--- config.mk ---
export PLATFORM = sky130hd
export DESIGN_NAME = diskRegFile
export DESIGN_NICKNAME = d
export VERILOG_FILES = /design/src/rtl/diskRegPkg.sv /design/src/rtl/diskRegCtrl.sv /design/src/rtl/diskRegData.sv /design/src/rtl/diskRegFile.sv
export SDC_FILE = /design/constraint.sdc
export NUM_CORES = 2
export LEC_CHECK = 0
export BUFFER_PORTS_ARGS = -buffer_cell sky130_fd_sc_hd__buf_2
export CORE_UTILIZATION = 40
export CTS_CLUSTER_SIZE = 12
export DETAILED_ROUTE_END_ITERATION = 7
export PLACE_DENSITY_LB_ADDON = 0.2
export SLEW_MARGIN = 20
export SYNTH_ARGS = -nofsm -noshare
export SYNTH_HDL_FRONTEND = slang
export SYNTH_HIERARCHICAL = 1
export SYNTH_SLANG_ARGS = --single-unit
--- constraint.sdc ---
create_clock -name clk -period 5.2 [get_ports clk]
set_clock_uncertainty 0.1 [all_clocks]
set_input_delay 0.26 -clock clk [delete_from_list [all_inputs] [get_ports clk]]
set_output_delay 0.26 -clock clk [all_outputs]
set_load 0.02 [all_outputs]
--- src/rtl/diskRegPkg.sv ---
package diskRegPkg;
  localparam int DRIVE_CNT = 4;
  localparam int ERR_IDNF_BIT = 4;
  localparam int ERR_ABORT_BIT = 2;

  typedef enum logic [2:0] {
    ST_IDLE,
    ST_RD_WAIT,
    ST_RD_XFER,
    ST_WR_XFER,
    ST_WR_WAIT
  } xferStateT;

  typedef struct packed {
    logic bufWr;      // store wrData at the buffer pointer
    logic secCntDec;  // one sector of a multi-sector command finished
  } ctrlStrobeT;
endpackage

--- src/rtl/diskRegCtrl.sv ---
module diskRegCtrl
  import diskRegPkg::*;
#(
  parameter int BUF_DEPTH = 256,
  parameter int SECT_PER_TRK = 32,
  localparam int PTR_W = $clog2(BUF_DEPTH)
) (
  input  logic             clk,
  input  logic             rstN,
  input  logic             softRst,
  input  logic             cmdWr,
  input  logic [7:0]       cmdByte,
  input  logic             dataRd,
  input  logic             dataWr,
  input  logic             statusRd,
  input  logic             mediaDone,
  input  logic [DRIVE_CNT-1:0] wpIn,
  input  logic [1:0]       driveSel,
  input  logic [7:0]       secNum,
  input  logic [7:0]       secCnt,
  output ctrlStrobeT       stb,
  output logic [PTR_W-1:0] bufPtr,
  output logic             busy,
  output logic             drq,
  output logic             seekDone,
  output logic             irq,
  output logic [7:0]       errReg
);
  xferStateT state;
  logic multi;
  logic xferAcc, lastByte, moreSectors, badSector;

  assign busy = (state != ST_IDLE);
  assign drq = (state == ST_RD_XFER) || (state == ST_WR_XFER);
  assign xferAcc = ((state == ST_RD_XFER) && dataRd) || ((state == ST_WR_XFER) && dataWr);
  assign lastByte = xferAcc && (bufPtr == PTR_W'(BUF_DEPTH - 1));
  assign moreSectors = multi && (secCnt > 8'd1);
  assign badSector = (secNum >= 8'(SECT_PER_TRK));

  always_comb begin
    stb.bufWr = (state == ST_WR_XFER) && dataWr;
    stb.secCntDec = multi && (((state == ST_RD_XFER) && lastByte) ||
                              ((state == ST_WR_WAIT) && mediaDone));
  end

  always_ff @(posedge clk or negedge rstN) begin
    if (!rstN) begin
      state <= ST_IDLE;
      bufPtr <= '0;
      multi <= 1'b0;
      seekDone <= 1'b0;
      irq <= 1'b0;
      errReg <= '0;
    end else if (softRst) begin
      state <= ST_IDLE;
      bufPtr <= '0;
      multi <= 1'b0;
      seekDone <= 1'b0;
      irq <= 1'b0;
      errReg <= '0;
    end else begin
      if (statusRd) irq <= 1'b0;
      if (xferAcc) bufPtr <= bufPtr + 1'b1;
      case (state)
        ST_IDLE: if (cmdWr) begin
          errReg <= '0;
          irq <= 1'b0;
          multi <= cmdByte[2];
          case (cmdByte[7:4])
            4'h1, 4'h7: begin
              seekDone <= 1'b1;
              irq <= 1'b1;
            end
            4'h2: begin
              if (badSector) begin
                errReg[ERR_IDNF_BIT] <= 1'b1;
                irq <= 1'b1;
              end else state <= ST_RD_WAIT;
            end
            4'h3: begin
              if (wpIn[driveSel]) begin
                errReg[ERR_ABORT_BIT] <= 1'b1;
                irq <= 1'b1;
              end else if (badSector) begin
                errReg[ERR_IDNF_BIT] <= 1'b1;
                irq <= 1'b1;
              end else begin
                state <= ST_WR_XFER;
                bufPtr <= '0;
              end
            end
            4'h4, 4'h5, 4'h6: irq <= 1'b1;
            default: begin
              errReg[ERR_ABORT_BIT] <= 1'b1;
              irq <= 1'b1;
            end
          endcase
        end
        ST_RD_WAIT: if (mediaDone) begin
          state <= ST_RD_XFER;
          bufPtr <= '0;
        end
        ST_RD_XFER: if (lastByte) begin
          if (moreSectors) state <= ST_RD_WAIT;
          else begin
            state <= ST_IDLE;
            irq <= 1'b1;
          end
        end
        ST_WR_XFER: if (lastByte) state <= ST_WR_WAIT;
        ST_WR_WAIT: if (mediaDone) begin
          if (moreSectors) begin
            state <= ST_WR_XFER;
            bufPtr <= '0;
          end else begin
            state <= ST_IDLE;
            irq <= 1'b1;
          end
        end
        default: state <= ST_IDLE;
      endcase
    end
  end
endmodule

--- src/rtl/diskRegData.sv ---
module diskRegData
  import diskRegPkg::*;
#(
  parameter int BUF_DEPTH = 256,
  localparam int PTR_W = $clog2(BUF_DEPTH)
) (
  input  logic             clk,
  input  logic             rstN,
  input  logic             csMain,
  input  logic             csAux,
  input  logic [2:0]       addr,
  input  logic             wrStb,
  input  logic             rdStb,
  input  logic [7:0]       wrData,
  input  logic [DRIVE_CNT-1:0] wpIn,
  input  ctrlStrobeT       stb,
  input  logic [PTR_W-1:0] bufPtr,
  input  logic             busy,
  input  logic             drq,
  input  logic             seekDone,
  input  logic             irq,
  input  logic [7:0]       errReg,
  output logic [7:0]       rdData,
  output logic             softRst,
  output logic             cmdWr,
  output logic             dataRd,
  output logic             dataWr,
  output logic             statusRd,
  output logic [7:0]       secCnt,
  output logic [7:0]       secNum,
  output logic [1:0]       driveSel,
  output logic [9:0]       precompStart
);
  logic [7:0] cylLo, cylHi, sdh, precomp;
  logic devEn, waitEn;
  logic [7:0] sectBuf [BUF_DEPTH];
  logic mainWr, mainRd, ctrlWr;
  logic [7:0] statusByte, wpByte, ctrlByte;

  assign mainWr = csMain && wrStb;
  assign mainRd = csMain && rdStb;
  assign cmdWr = mainWr && (addr == 3'd7);
  assign dataWr = mainWr && (addr == 3'd0);
  assign dataRd = mainRd && (addr == 3'd0);
  assign statusRd = mainRd && (addr == 3'd7);
  assign ctrlWr = csAux && wrStb && addr[0];
  assign softRst = ctrlWr && wrData[4];
  assign driveSel = sdh[4:3];
  assign precompStart = {precomp, 2'b00};

  always_ff @(posedge clk or negedge rstN) begin
    if (!rstN) begin
      {secCnt, secNum, cylLo, cylHi, sdh, precomp} <= '0;
      devEn <= 1'b0;
      waitEn <= 1'b0;
    end else begin
      if (ctrlWr) begin
        devEn <= wrData[3];
        waitEn <= wrData[2];
      end
      if (softRst) begin
        {secCnt, secNum, cylLo, cylHi, sdh} <= '0;
      end else begin
        if (stb.secCntDec) secCnt <= secCnt - 8'd1;
        if (mainWr && !busy) begin
          case (addr)
            3'd1: precomp <= wrData;
            3'd2: secCnt <= wrData;
            3'd3: secNum <= wrData;
            3'd4: cylLo <= wrData;
            3'd5: cylHi <= wrData;
            3'd6: sdh <= wrData;
            default: ;
          endcase
        end
      end
    end
  end

  always_ff @(posedge clk) begin
    if (stb.bufWr) sectBuf[bufPtr] <= wrData;
  end

  always_comb begin
    statusByte = {busy, devEn, 1'b0, seekDone, drq, 1'b0, busy, |errReg};
    ctrlByte = {3'b000, 1'b0, devEn, waitEn, 2'b00};
    wpByte = {4'b0000, 2'b00, |wpIn, irq};
    for (int d = 0; d < DRIVE_CNT; d++) wpByte[7-d] = wpIn[d];
  end

  always_comb begin
    rdData = 8'h00;
    if (csMain) begin
      case (addr)
        3'd0: rdData = drq ? sectBuf[bufPtr] : 8'h00;
        3'd1: rdData = errReg;
        3'd2: rdData = secCnt;
        3'd3: rdData = secNum;
        3'd4: rdData = cylLo;
        3'd5: rdData = cylHi;
        3'd6: rdData = sdh;
        default: rdData = statusByte;
      endcase
    end else if (csAux) begin
      rdData = addr[0] ? ctrlByte : wpByte;
    end
  end
endmodule

--- src/rtl/diskRegFile.sv ---
module diskRegFile
  import diskRegPkg::*;
#(
  parameter int BUF_DEPTH = 256,
  parameter int SECT_PER_TRK = 32,
  localparam int PTR_W = $clog2(BUF_DEPTH)
) (
  input  logic       clk,
  input  logic       rstN,
  input  logic       csMain,
  input  logic       csAux,
  input  logic [2:0] addr,
  input  logic       wrStb,
  input  logic       rdStb,
  input  logic [7:0] wrData,
  output logic [7:0] rdData,
  input  logic [3:0] wpIn,
  input  logic       mediaDone,
  output logic [9:0] precompStart
);
  ctrlStrobeT stb;
  logic [PTR_W-1:0] bufPtr;
  logic busyW, drqW, seekDoneW, irqW, softRstW, cmdWrW, dataRdW, dataWrW, statusRdW;
  logic [7:0] errW, secCntW, secNumW;
  logic [1:0] driveSelW;

  diskRegCtrl #(.BUF_DEPTH(BUF_DEPTH), .SECT_PER_TRK(SECT_PER_TRK)) u_ctrl (
    .clk(clk), .rstN(rstN), .softRst(softRstW), .cmdWr(cmdWrW), .cmdByte(wrData),
    .dataRd(dataRdW), .dataWr(dataWrW), .statusRd(statusRdW), .mediaDone(mediaDone),
    .wpIn(wpIn), .driveSel(driveSelW), .secNum(secNumW), .secCnt(secCntW),
    .stb(stb), .bufPtr(bufPtr), .busy(busyW), .drq(drqW), .seekDone(seekDoneW),
    .irq(irqW), .errReg(errW)
  );

  diskRegData #(.BUF_DEPTH(BUF_DEPTH)) u_data (
    .clk(clk), .rstN(rstN), .csMain(csMain), .csAux(csAux), .addr(addr),
    .wrStb(wrStb), .rdStb(rdStb), .wrData(wrData), .wpIn(wpIn), .stb(stb),
    .bufPtr(bufPtr), .busy(busyW), .drq(drqW), .seekDone(seekDoneW), .irq(irqW),
    .errReg(errW), .rdData(rdData), .softRst(softRstW), .cmdWr(cmdWrW),
    .dataRd(dataRdW), .dataWr(dataWrW), .statusRd(statusRdW), .secCnt(secCntW),
    .secNum(secNumW), .driveSel(driveSelW), .precompStart(precompStart)
  );
endmodule

# [After elaboration in Yosys (flattened, before gate mapping)]
# Memory sizes are Yosys's and may differ from the RTL's.
# Index checks and enable logic that the tools add are counted.
[op_classes] n_addsub=2 order_cmp=3 eq_ne=28 mux=72 n_bitwise=1 reduce_logical=44
[ops] cell="two-way mux 8 bit" count=32
[ops] cell="one-hot mux 8 bit (7 select lines)" count=1
[ops] cell="two-way mux 3 bit" count=9
[ops] cell="one-hot mux 8 bit (3 select lines)" count=1
[ops] cell="two-way mux 1 bit" count=21
[ops] cell="logical AND 1 bit" count=17
[ops] cell="equality test 4 x 3 -> 1 bit (second input constant)" count=4
[ops] cell="inequality test 4 bit (second input constant)" count=4
[ops] cell="nonzero test 2 bit" count=8
[ops] cell="equality test 3 bit (second input constant)" count=5
[ops] cell="one-hot mux 3 bit (5 select lines)" count=1
[ops] cell="equality test 3 x 2 -> 1 bit (second input constant)" count=4
[ops] cell="AND reduction 2 bit" count=5
[ops] cell="inequality test 3 bit (second input constant)" count=3
[ops] cell="AND reduction 9 bit" count=1
[ops] cell="adder 8 x 1 -> 8 bit (second input constant)" count=1
[ops] cell="equality test 4 x 2 -> 1 bit (second input constant)" count=2
[ops] cell="equality test 8 bit (second input constant)" count=1
[ops] cell="greater-or-equal comparator 8 x 6 -> 1 bit (second input constant)" count=1
[ops] cell="> comparator 8 x 1 -> 1 bit (second input constant)" count=1
[ops] cell="OR reduction 8 bit" count=1
[ops] cell="subtractor 8 x 1 -> 8 bit (second input constant)" count=1
[ops] cell="equality test 3 x 1 -> 1 bit (second input constant)" count=2
[ops] cell="logical NOT 3 bit" count=2
[ops] cell="other kinds (16)" count=22
[totals] regBits=72 ram_bits=2048 inputBits=22 output_inout_bits=18 elab_cells=165 memories=1
[memory_table] name="u_data.sectBuf" depth=256 width=8 rd=1 rd_ports_with_merged_regs=0 write_ports=1 line_no="diskRegData.sv:36" source="logic [7:0] sectBuf [BUF_DEPTH];"

# [Longest topological paths before layout]
[logic_depth] ltp_word=12 ltp_mapped=13 depth_no_buf=11

# [Cells and area by module]
# Netlist, hierarchy kept.
[modules_own_cells] module="diskRegData" instances=1 cells_each=3689 area_per_inst_um2=81788.4 seq_area_each_um2=62750.2
[modules_own_cells] module="diskRegCtrl" instances=1 cells_each=126 area_per_inst_um2=1107.3 seq_area_each_um2=400.4

# [Least setup slack after synthesis]
# No wires, ideal clock.
[synth_timing] path_kind="input to register" from="in addr[0]" to="reg u_data.secCnt[7]" setup_ns=0.094 arrival_time_ns=3.152 t_required_ns=5.006 setup_slack_ns=1.854 stages=13 path_buffers=3 cell_sequence="clkbuf_1 > clkbuf_1 > clkbuf_1 > nor4_1 > mux2i_1 > nor4_2 > a31oi_1 > nor3b_1 > nand3_1 > or3_1 > nor3_1 > xnor2_1 > a211oi_1"
[synth_lines] item="start, declared" line_no="diskRegFile.sv:12" source="input logic [2:0] addr,"
[synth_lines] item="end signal, assigned" line_no="diskRegData.sv:64" source="if (stb.secCntDec) secCnt <= secCnt - 8'd1;"
[synth_lines] item="end signal, assigned" line_no="diskRegData.sv:68" source="3'd2: secCnt <= wrData;"
[synth_lines] item="end, declared" line_no="diskRegData.sv:29" source="output logic [7:0] secCnt,"

# [Worst setup path after layout]
[layout_timing] from="reg u_ctrl.bufPtr[0]" to="out rdData[1]"
[layout_via] elab_chain_len=4
[layout_lines] item="start, declared" line_no="diskRegCtrl.sv:22" source="output logic [PTR_W-1:0] bufPtr,"
[layout_lines] item="start signal, assigned" line_no="diskRegCtrl.sv:63" source="if (xferAcc) bufPtr <= bufPtr + 1'b1;"
[layout_lines] item="memory read (256 x 8 bit)"
[layout_lines] item="two-way mux 8 bit" line_no="diskRegData.sv:95" source="3'd0: rdData = drq ? sectBuf[bufPtr] : 8'h00;"
[layout_lines] item="one-hot mux 8 bit (7 select lines)" line_no="diskRegData.sv:94" source="case (addr)"
[layout_lines] item="two-way mux 8 bit" line_no="diskRegData.sv:93" source="if (csMain) begin"
[layout_lines] item="end, declared" line_no="diskRegFile.sv:16" source="output logic [7:0] rdData,"
# Every way passes these cells.

==> impl_results.md <==
* Status: complete, but fails checks
* Failing checks: setup timing
* Worst-margin pin slew at 1.16 ns
* Asr flop ratio synth at 0.0312
* Mapped Area at 82,900 µm²
* Hold_ws at 0.0990 ns
* CP startpoint kind: flop
* Worst Hold Launch: addr[0]
* Layout cells sized above 1 at 0.298
* R2r startpoint: u_ctrl/bufPtr[1]$_DFF_PN0_
* FF-to-FF setup slack at 1.00 ns
* Max-Cap Viols at 0
* Pre-CTS worst setup slack at 0.136 ns
* First-pass GRT wire length at 315 mm
* Post-synth top area share at 0.742
* GPL Wtd Cong at 0.832
* Number of port buffers at 37
* Crit Path Max Fanout at 23
* Worst Reg2Reg Path Length in Cells at 6
* Post-synth EDFFs at 2,048
* Routed wire length at 221 mm
* Post-synthesis sequential area ratio at 0.762
* Pins Over Slew Limit at 0
* Chip Width at 457 µm
* Post-synth top area cell: edfxtp_1
* Fin crit share at 1.00
* DP Area at 88,400 µm²
* Initial DRT Pass Iterations at 5
* Post-synth top cells: edfxtp_1, mux4_2, nor2_1
* Post-route DRC at 0
* Worst Hold Class: in -> reg
* CP Class: reg -> out
* Die Ht at 457 µm
* Initial DRC Count at 4,292
* Peak Freq at 192 MHz
* Largest net degree at the start of global routing at 153
* Post-DP HPWL at 136 mm
* Synth Area per Inst at 21.7 µm²
* Arr. time, crit path at 4.85 ns
* Core area at 205,000 µm²
* Vias per cell at 5.82
* Relative slew margins at 0.224
* Clock buffer count from CTS at 215
* Hold depth at 4
* Ranking of synthesized cells by area: edfxtp_1, mux4_2, dfrtp_1
* Clk pin slew, worst setup/hold paths at 0.06 ns
* RSZ-0062 raised after global routing: yes
* Final std cells w/o fill at 7,023
* Die ar. at 209,000 µm²
* Clock sinks at 2,114
* Hold Fails Final Rpt at 0
* Post-Synthesis Cells at 3,815
* Max clock buf depth at 3
* Top-count cell post-synth: edfxtp_1
* Maximum vdd drop at 0.000289 V
* # H-tree levels at 4
* Vias in the first global route at 41,200
* Fin nets at 4,197
* Total number of vias at 40,900
* Final instance area at 95,100 µm²
* Ports at 40
* Top FF cell, synth: edfxtp_1
* Unique masters post-synth at 59
* Required @ worst endpoint at 4.84 ns
* Worst setup margin at -0.00746 ns
* Clk Latency, worst-skew pair at 0.85 ns
* Pwr Density at 359 nW/µm²
* Placed cells at 6,619
* GRT overflow at 0
* CTS tree: built
* Final setup fails at 1
* Routed Antenna Nets at 0
* Worst setup path end: rdData[1]
* Gr usage total at 0.212
* Post-layout min period at 5.21 ns
* Reg2reg end: u_data/sectBuf[87][4]$_DFFE_PP_
* Synth warnings at 6
* Initial antenna violation count at 5
* Critical path capture point type: output port
* Critical path startpoint: u_ctrl/bufPtr[0]$_DFF_PN0_
* Initial Util at 0.404
* P_leak at 0.0291 µW
* Area Overhead vs Synth at 14.7%
* FP Rows at 166
* Root buffer cell: clkbuf_16
* FF+latch count, synth at 2,114
* DR WL/cell at 31.5 µm
[per-stage QoR]
step	total power, µW	util	TNS [ns]
global placement	20200	0.431	0
global route	35100	0.463	-0.0513
CTS	34500	0.463	0
finish	34200	0.463	-0.00746
detailed placement	20200	0.431	0
floorplan	19700	-	0
[worst max-delay path, cell delays in order (launching register included)]
cell and delay [ns]:
dfrtp_4 0.45, buf_12 0.17, buf_12 0.24, buf_4 0.28, mux4_2 0.54, mux4_2 0.51, nor2b_1 0.24, nor3_2 0.27
nand4_1 0.33, a311oi_4 0.44, buf_4 0.18, o21ai_1 0.08, buf_2 0.20
[timing repair]
action                                 4_1_cts  5_1_grt
setup endpoints to repair                    8        4
buffers inserted                             5        0
hold buffers                                20        0
endpoints found under the hold margin      571        0
resized for setup                            9        3
cloned                                       0        0
[cell families after synthesis]
kind of cell,after synthesis,share of synthesized area
flops,2114,0.762
mux,684,0.176
simple gates,544,0.0291
buf+inv,258,0.0145
compound gates,196,0.0168
xor+xnor,15,0.00158
fa+ha+maj,2,0.000302
other cells,2,0.0000906
[report_power, final]
group          internal (µW)  switching (µW)
logic                    360             677
clock network           7930            6330
registers              18800            81.9
total                  27100            7090
[state kept, by name (all words and copies together), names as in the netlist]
signal,cells
u_ctrl/bufPtr,8
u_ctrl/errReg,2
u_ctrl/irq,1
u_ctrl/multi,1
u_ctrl/seekDone,1
u_ctrl/state,3
u_data/cylHi,8
u_data/cylLo,8
u_data/devEn,1
u_data/precomp,8
u_data/sdh,8
u_data/secCnt,8
u_data/secNum,8
u_data/sectBuf,2048
u_data/waitEn,1
[how the worst min path moves through the flow]
| stage | endpoint | slack, ns |
|---|---|---|
| after CTS | u_data/precomp[4]$_DFFE_PN0P_ | 0.01 |
| after detailed placement | u_data/cylLo[2]$_DFFE_PN0P_ | 0.26 |
| after global placement | u_data/cylLo[2]$_DFFE_PN0P_ | 0.26 |
| after floorplan | u_ctrl/bufPtr[0]$_DFF_PN0_ | -0.14 |
| after global routing | u_data/precomp[4]$_DFFE_PN0P_ | 0.07 |
| final | u_data/precomp[4]$_DFFE_PN0P_ | 0.1 |
[layout make-up]
class,instances,area [µm²]
inverters,14,52.6
diodes,3,7.51
flip-flops and latches,2114,63200
repair buffers,379,3420
fillers,17000,110000
well taps,2688,3360
clock buffers,287,5740
clock inverters,89,658
multi-input cells,1449,18700
[layout by cell type (no fill, tap or decap), drive strengths merged, types with 5 or more instances in the layout]
cell type,Yosys,routed
nor4,11,11
nand2b,12,12
xor2,9,9
mux2i,51,51
clkbuf,139,287
or3,6,6
inv,14,17
a211oi,11,11
a22o,20,20
xnor2,6,6
a22oi,41,41
nor3b,6,6
dfrtp,66,66
dlygate4sd3,0,19
nand2,48,48
conb,2,8
o22ai,10,10
o21ai,24,24
edfxtp,2048,2048
nor2,313,313
nand4,9,9
mux2,17,17
a31oi,8,8
mux4,616,616
clkinv,0,81
a221oi,21,21
bufinv,0,5
buf,105,360
nor2b,14,14
a21oi,37,37
nor3,41,41
o41ai,5,5
nand3,62,62
[layer usage]
metal  up-vias  track usage  part of all wire
li1      16700            -                 -
met1     22300        0.303              0.43
met2      1576        0.333              0.48
met3       255       0.0436             0.072
met4         2       0.0529             0.023
met5         -            0          0.000059
(Power assumes the default switching activity.)
